**config.mk**
```make
export PLATFORM = sky130hd
export DESIGN_NAME = li_shell
export DESIGN_NICKNAME = d
export VERILOG_FILES = /design/src/rtl/li_pkg.sv /design/src/rtl/li_in_slot.sv /design/src/rtl/li_core.sv /design/src/rtl/li_shell.sv
export SDC_FILE = /design/constraint.sdc
export NUM_CORES = 1
export LEC_CHECK = 0
export CORE_MARGIN = 4
export CORE_UTILIZATION = 50
export CTS_CLUSTER_DIAMETER = 50
export CTS_CLUSTER_SIZE = 30
export DETAILED_ROUTE_END_ITERATION = 7
export PLACE_DENSITY_LB_ADDON = 0.15
export SYNTH_ARGS = -nofsm -noshare
export SYNTH_HDL_FRONTEND = slang
export SYNTH_SLANG_ARGS = --single-unit
```
**constraint.sdc**
```tcl
create_clock -name clk -period 4.6 [get_ports clk]
set_clock_uncertainty 0.2 [all_clocks]
set_input_delay 0.92 -clock clk [delete_from_list [all_inputs] [get_ports clk]]
set_output_delay 0.92 -clock clk [all_outputs]
set_load 0.02 [all_outputs]
```
**src/rtl/li_pkg.sv**
```systemverilog
package li_pkg;
    typedef enum logic [0:0] {
        ST_COLLECT = 1'b0,
        ST_SEND    = 1'b1
    } out_state_t;
endpackage

```
**src/rtl/li_in_slot.sv**
```systemverilog
module li_in_slot #(
    parameter int W = 8
) (
    input  logic         clk,
    input  logic         rst_n,
    input  logic [W-1:0] pkt_data,
    input  logic         pkt_void,
    input  logic         consume,
    output logic         stop_up,
    output logic         full,
    output logic [W-1:0] held
);
    logic take;

    always_comb begin
        stop_up = full && !consume;
        take    = !pkt_void && !stop_up;
    end

    always_ff @(posedge clk) begin
        if (!rst_n) begin
            full <= 1'b0;
            held <= '0;
        end else begin
            if (consume) begin
                full <= take;
            end else if (take) begin
                full <= 1'b1;
            end
            if (take) begin
                held <= pkt_data;
            end
        end
    end

    AST_EMPTY_NEVER_STOPS: assert property (@(posedge clk) disable iff (!rst_n)
        !full |-> !stop_up);

    AST_CLEAR_ON_FIRE: assert property (@(posedge clk) disable iff (!rst_n)
        (consume && pkt_void) |=> !full);

    AST_VOID_NOT_STORED: assert property (@(posedge clk) disable iff (!rst_n)
        (!full && pkt_void) |=> !full);
endmodule

```
**src/rtl/li_core.sv**
```systemverilog
module li_core #(
    parameter int N_IN = 2,
    parameter int W    = 8
) (
    input  logic              clk,
    input  logic              rst_n,
    input  logic              en,
    input  logic [N_IN*W-1:0] operands,
    output logic [W-1:0]      result
);
    logic [W-1:0] acc;

    always_comb begin
        acc = '0;
        for (int i = 0; i < N_IN; i++) begin
            acc = acc + operands[i*W +: W];
        end
    end

    always_ff @(posedge clk) begin
        if (!rst_n) begin
            result <= '0;
        end else if (en) begin
            result <= acc;
        end
    end
endmodule

```
**src/rtl/li_shell.sv**
```systemverilog
module li_shell
    import li_pkg::*;
#(
    parameter int N_IN = 2,
    parameter int W    = 8
) (
    input  logic              clk,
    input  logic              rst_n,
    input  logic [N_IN*W-1:0] in_data,
    input  logic [N_IN-1:0]   in_void,
    output logic [N_IN-1:0]   in_stop,
    output logic [W-1:0]      out_data,
    output logic              out_void,
    input  logic              out_stop
);
    localparam int OPW = N_IN * W;

    out_state_t        state, state_nx;
    logic [N_IN-1:0]   full;
    logic [OPW-1:0]    operands;
    logic              all_full;
    logic              out_free;
    logic              fire;

    for (genvar g = 0; g < N_IN; g++) begin : g_slot
        li_in_slot #(.W(W)) u_slot (
            .clk      (clk),
            .rst_n    (rst_n),
            .pkt_data (in_data[g*W +: W]),
            .pkt_void (in_void[g]),
            .consume  (fire),
            .stop_up  (in_stop[g]),
            .full     (full[g]),
            .held     (operands[g*W +: W])
        );
    end

    always_comb begin
        all_full = &full;
        out_free = (state == ST_COLLECT) || !out_stop;
        fire     = all_full && out_free;
    end

    li_core #(.N_IN(N_IN), .W(W)) u_core (
        .clk      (clk),
        .rst_n    (rst_n),
        .en       (fire),
        .operands (operands),
        .result   (out_data)
    );

    always_comb begin
        state_nx = state;
        unique case (state)
            ST_COLLECT: if (fire) state_nx = ST_SEND;
            ST_SEND:    if (!out_stop) state_nx = fire ? ST_SEND : ST_COLLECT;
            default:    state_nx = ST_COLLECT;
        endcase
    end

    always_ff @(posedge clk) begin
        if (!rst_n) state <= ST_COLLECT;
        else        state <= state_nx;
    end

    always_comb begin
        out_void = (state != ST_SEND);
    end

    AST_HOLD_WHILE_STOPPED: assert property (@(posedge clk) disable iff (!rst_n)
        (!out_void && out_stop) |=> (!out_void && $stable(out_data)));

    AST_NO_FIRE_WHILE_BLOCKED: assert property (@(posedge clk) disable iff (!rst_n)
        (!out_void && out_stop) |-> !fire);

    AST_FIRE_GIVES_RESULT: assert property (@(posedge clk) disable iff (!rst_n)
        fire |=> !out_void);

    AST_NO_FIRE_WITH_GAP: assert property (@(posedge clk) disable iff (!rst_n)
        !all_full |=> $stable(out_data));
endmodule

```
==> results.rst <==
.. list-table::
   :header-rows: 1

   * - Metric
     - Value
   * - Run status
     - completed
   * - Crit-path slowest cell
     - clkdlybuf4s50_1
   * - Worst max-slew margin expressed relative to the limit
     - between 50 and 60%
   * - Final setup TNS
     - 0 ps
   * - Critical path fanouts, max
     - 10
   * - Core outline area
     - 2540 µm²
   * - Vias per cell
     - 5.62
   * - Final cycle utilization of the critical path
     - 81.3%
   * - Data required time of the critical path
     - 3480 ps
   * - CP Launch Type
     - primary input
   * - Cell-by-cell listing of the critical path
     - clkdlybuf4s50_1, and2_1, o21ai_4, inv_2, clkdlybuf4s50_1
   * - Register area share after synthesis
     - approximately two fifths
   * - Post-synthesis instance area
     - roughly 1400 µm²
   * - Total clock buffers created by CTS
     - 3
   * - Layout Area Growth over Synthesis
     - 24.7%
   * - Chip width
     - about 60 µm
   * - Count of H-tree levels built during CTS
     - 1
   * - Initial core utilization
     - 53.4%
   * - Main combinational cell family by area after synthesis
     - compound AO/OA/AOI/OAI gates
   * - Time the final worst path needs with I/O delays and setup
     - 3740 ps
   * - Number of clock sinks seen by CTS
     - 27
   * - Hold Crit Class
     - register to register
   * - Mean post-synth cell area
     - 8.40 µm²
   * - ANT nets after route
     - 0
   * - Complex-gate fraction of the synthesized area
     - 27.1%
   * - Number of gates given a new drive strength after cts
     - 0
   * - Wire length of the first global-routing pass
     - 5.12 mm
   * - Root buffer cell
     - clkbuf_4
   * - TritonCTS clock tree
     - built
   * - Adder-cell share of the synthesized area
     - 7.91%
   * - Maximum Capacitance Violations
     - 0
   * - Worst reg-to-reg setup slack
     - 2580 ps
   * - Most frequently used flop master after synthesis
     - dfxtp_1
   * - Most used cell along the critical path
     - clkdlybuf4s50_1
   * - Aggregate routed wire length
     - 3.11 mm
   * - Hold_buf cts
     - 0
   * - DIE AREA
     - 3620 µm²
   * - Standard-cell row count
     - 18
   * - Power Total
     - 0.448 mW
   * - Antenna diodes
     - 0
   * - Drt initial violations
     - 38
   * - Clock input transition at the sequential cells of the worst setup and hold paths
     - roughly 150 ps
   * - Area fraction in and, or, nand and nor cells after synthesis
     - between 10% and 20%
   * - Mean routed wirelength per cell
     - 14.2 µm
   * - Setup Crit Path Kind
     - primary input to output pin
   * - Post-DP HPWL
     - 2.40 mm
   * - Via count
     - roughly 1200
   * - Area share of xor/xnor cells in the synthesized design
     - 1.29%
   * - Remaining DRCs
     - 0
   * - Ys Warns
     - 0
   * - Proportion of layout cells with a drive suffix above 1
     - 5.82%
   * - Post-synthesis register bit count
     - 27
   * - Critical Path Max Stage Delay
     - 620 ps
   * - Max frequency
     - 267 MHz
   * - Actual slew at the worst max-slew pin
     - 747 ps
   * - Number of buffers added on ports
     - 31
   * - Synth Net Count
     - 191
   * - Number of inserted filler cells in the final layout
     - about 240
   * - Static power due to leakage
     - between 0.6 and 0.7 nW
   * - Die Y
     - between 60 and 70 µm
   * - Arrival time worst endpoint
     - around 2600 ps
   * - Clock latency of the later-clocked register in the worst-skew pair
     - 340 ps
   * - Most common cell after layout, fill and taps aside
     - clkdlybuf4s50_1
   * - Peak supply drop
     - approximately 0.00021 V
   * - Number of failing setup endpoints in the final timing report
     - 0
   * - Number of detailed-routing iterations run before antenna repair
     - 4
   * - Share of flip-flops with an asynchronous set or reset
     - 0%
   * - Count of distinct cell types in the synthesized netlist
     - 40
   * - Vias in the first global route
     - ~1200
   * - Unrepaired setup endpoints after global routing
     - false
   * - Multiplexer share of the synthesized area
     - 0%
   * - Power density normalized to cell area
     - 264 nW/µm²
   * - Grt ovf
     - 0
   * - Hold Violations, Final
     - 0
   * - Number of top-level pins
     - 32
   * - Fin. max-slew vios
     - 0
   * - Highest-count cells in the layout ignoring fill and taps
     - clkdlybuf4s50_1, dfxtp_1, a21oi_1, nand3_1, o21ai_0
   * - Synth Instances
     - 162
   * - Number of buffers on the longest clock path
     - 2
   * - Largest net degree at the start of global routing
     - 25
   * - Net count, final
     - approximately 220
   * - Tot GR Track Use
     - 18.8%
   * - Initial antenna violation count
     - 0
   * - Count of flip-flops with a built-in enable after synthesis
     - 0
   * - Routability cong.
     - 0.783
   * - Kind of capture point of the worst setup path
     - output pin
   * - Setup fix buffers added after clock tree synthesis
     - 0
## sequential cells by signal, indices dropped and copies added (netlist names)
name	flops
state	1
u_core.result	8
g_slot.u_slot.held	16
g_slot.u_slot.full	2
## worst paths after layout
check	from	endpoint	cells past startpoint
worst min register to register	u_core.result[2]$_SDFFE_PN0P_	u_core.result[2]$_SDFFE_PN0P_	2
worst max-delay path	out_stop	in_stop[1]	5
worst max register to register	g_slot[0].u_slot.held[2]$_SDFFE_PN0P_	u_core.result[7]$_SDFFE_PN0P_	5
worst min-delay path	u_core.result[2]$_SDFFE_PN0P_	u_core.result[2]$_SDFFE_PN0P_	2
## area by class of cell
type | instances | area (µm²) | share of cell area [%]
Multi-Input combinational cell | 114 | 731 | 43.1
Sequential cell | 27 | 541 | 31.9
Timing Repair Buffer | 31 | 310 | 18.3
Inverter | 13 | 48.8 | 2.88
Tap cell | 30 | 37.5 | 2.21
Clock buffer | 3 | 22.5 | 1.33
Clock inverter | 1 | 5.00 | 0.295
## power breakdown
| group | internal [mW] | leakage [nW] | total, mW | switching (mW) |
|---|---|---|---|---|
| logic | 0.0405 | 0.399 | 0.0855 | 0.0450 |
| registers | 0.246 | 0.221 | 0.256 | 0.00940 |
| clock network | 0.0328 | 0.0177 | 0.107 | 0.0740 |
## layer usage
metal	up-vias	track usage, %	wire, µm
met5	-	0	0
met4	0	6.65	42
met3	5	2.81	148
met2	29	34.3	1540
met1	557	22.1	1380
li1	639	-	-
## kinds of logic after synthesis
group | after synthesis
AOI/OAI and AO/OA | 60
and+or+nand+nor | 44
adders and majority gates | 8
DFF | 27
xor gates and xnor gates | 2
buffers and inverters | 21
## critical path, delay by kind of cell
| kind | cells | cell delay, ps |
|---|---|---|
| buffers and inverters | 3 | 1230 |
| AOI/OAI and AO/OA | 1 | 140 |
| and+or+nand+nor | 1 | 320 |
## Yosys cell counts (3+ instances only)
| library cell | n | share of area [%] |
|---|---|---|
| a21oi_1 | 25 | 9.2 |
| dfxtp_1 | 27 | 40 |
| ha_1 | 7 | 6.4 |
| inv_1 | 11 | 3.0 |
| nand2_1 | 8 | 2.2 |
| nand3_1 | 21 | 7.7 |
| nor2_1 | 3 | 0.83 |
| o21a_1 | 3 | 1.7 |
| o21ai_0 | 18 | 6.6 |
## per-stage QoR
stage | setup WS (ps) | utilization, % | hold slack, ps | cell area [µm²] | cells
floorplan | 1790 | - | 258 | 1360 | 162
global placement | 892 | 65.5 | 239 | 1670 | 215
detailed placement | 871 | 65.5 | 248 | 1670 | 215
CTS | 861 | 66.6 | 268 | 1700 | 219
global route | 777 | 66.6 | 308 | 1700 | 219
finish | 860 | 66.6 | 268 | 1700 | 219
Power figures use the tool's default switching activity.
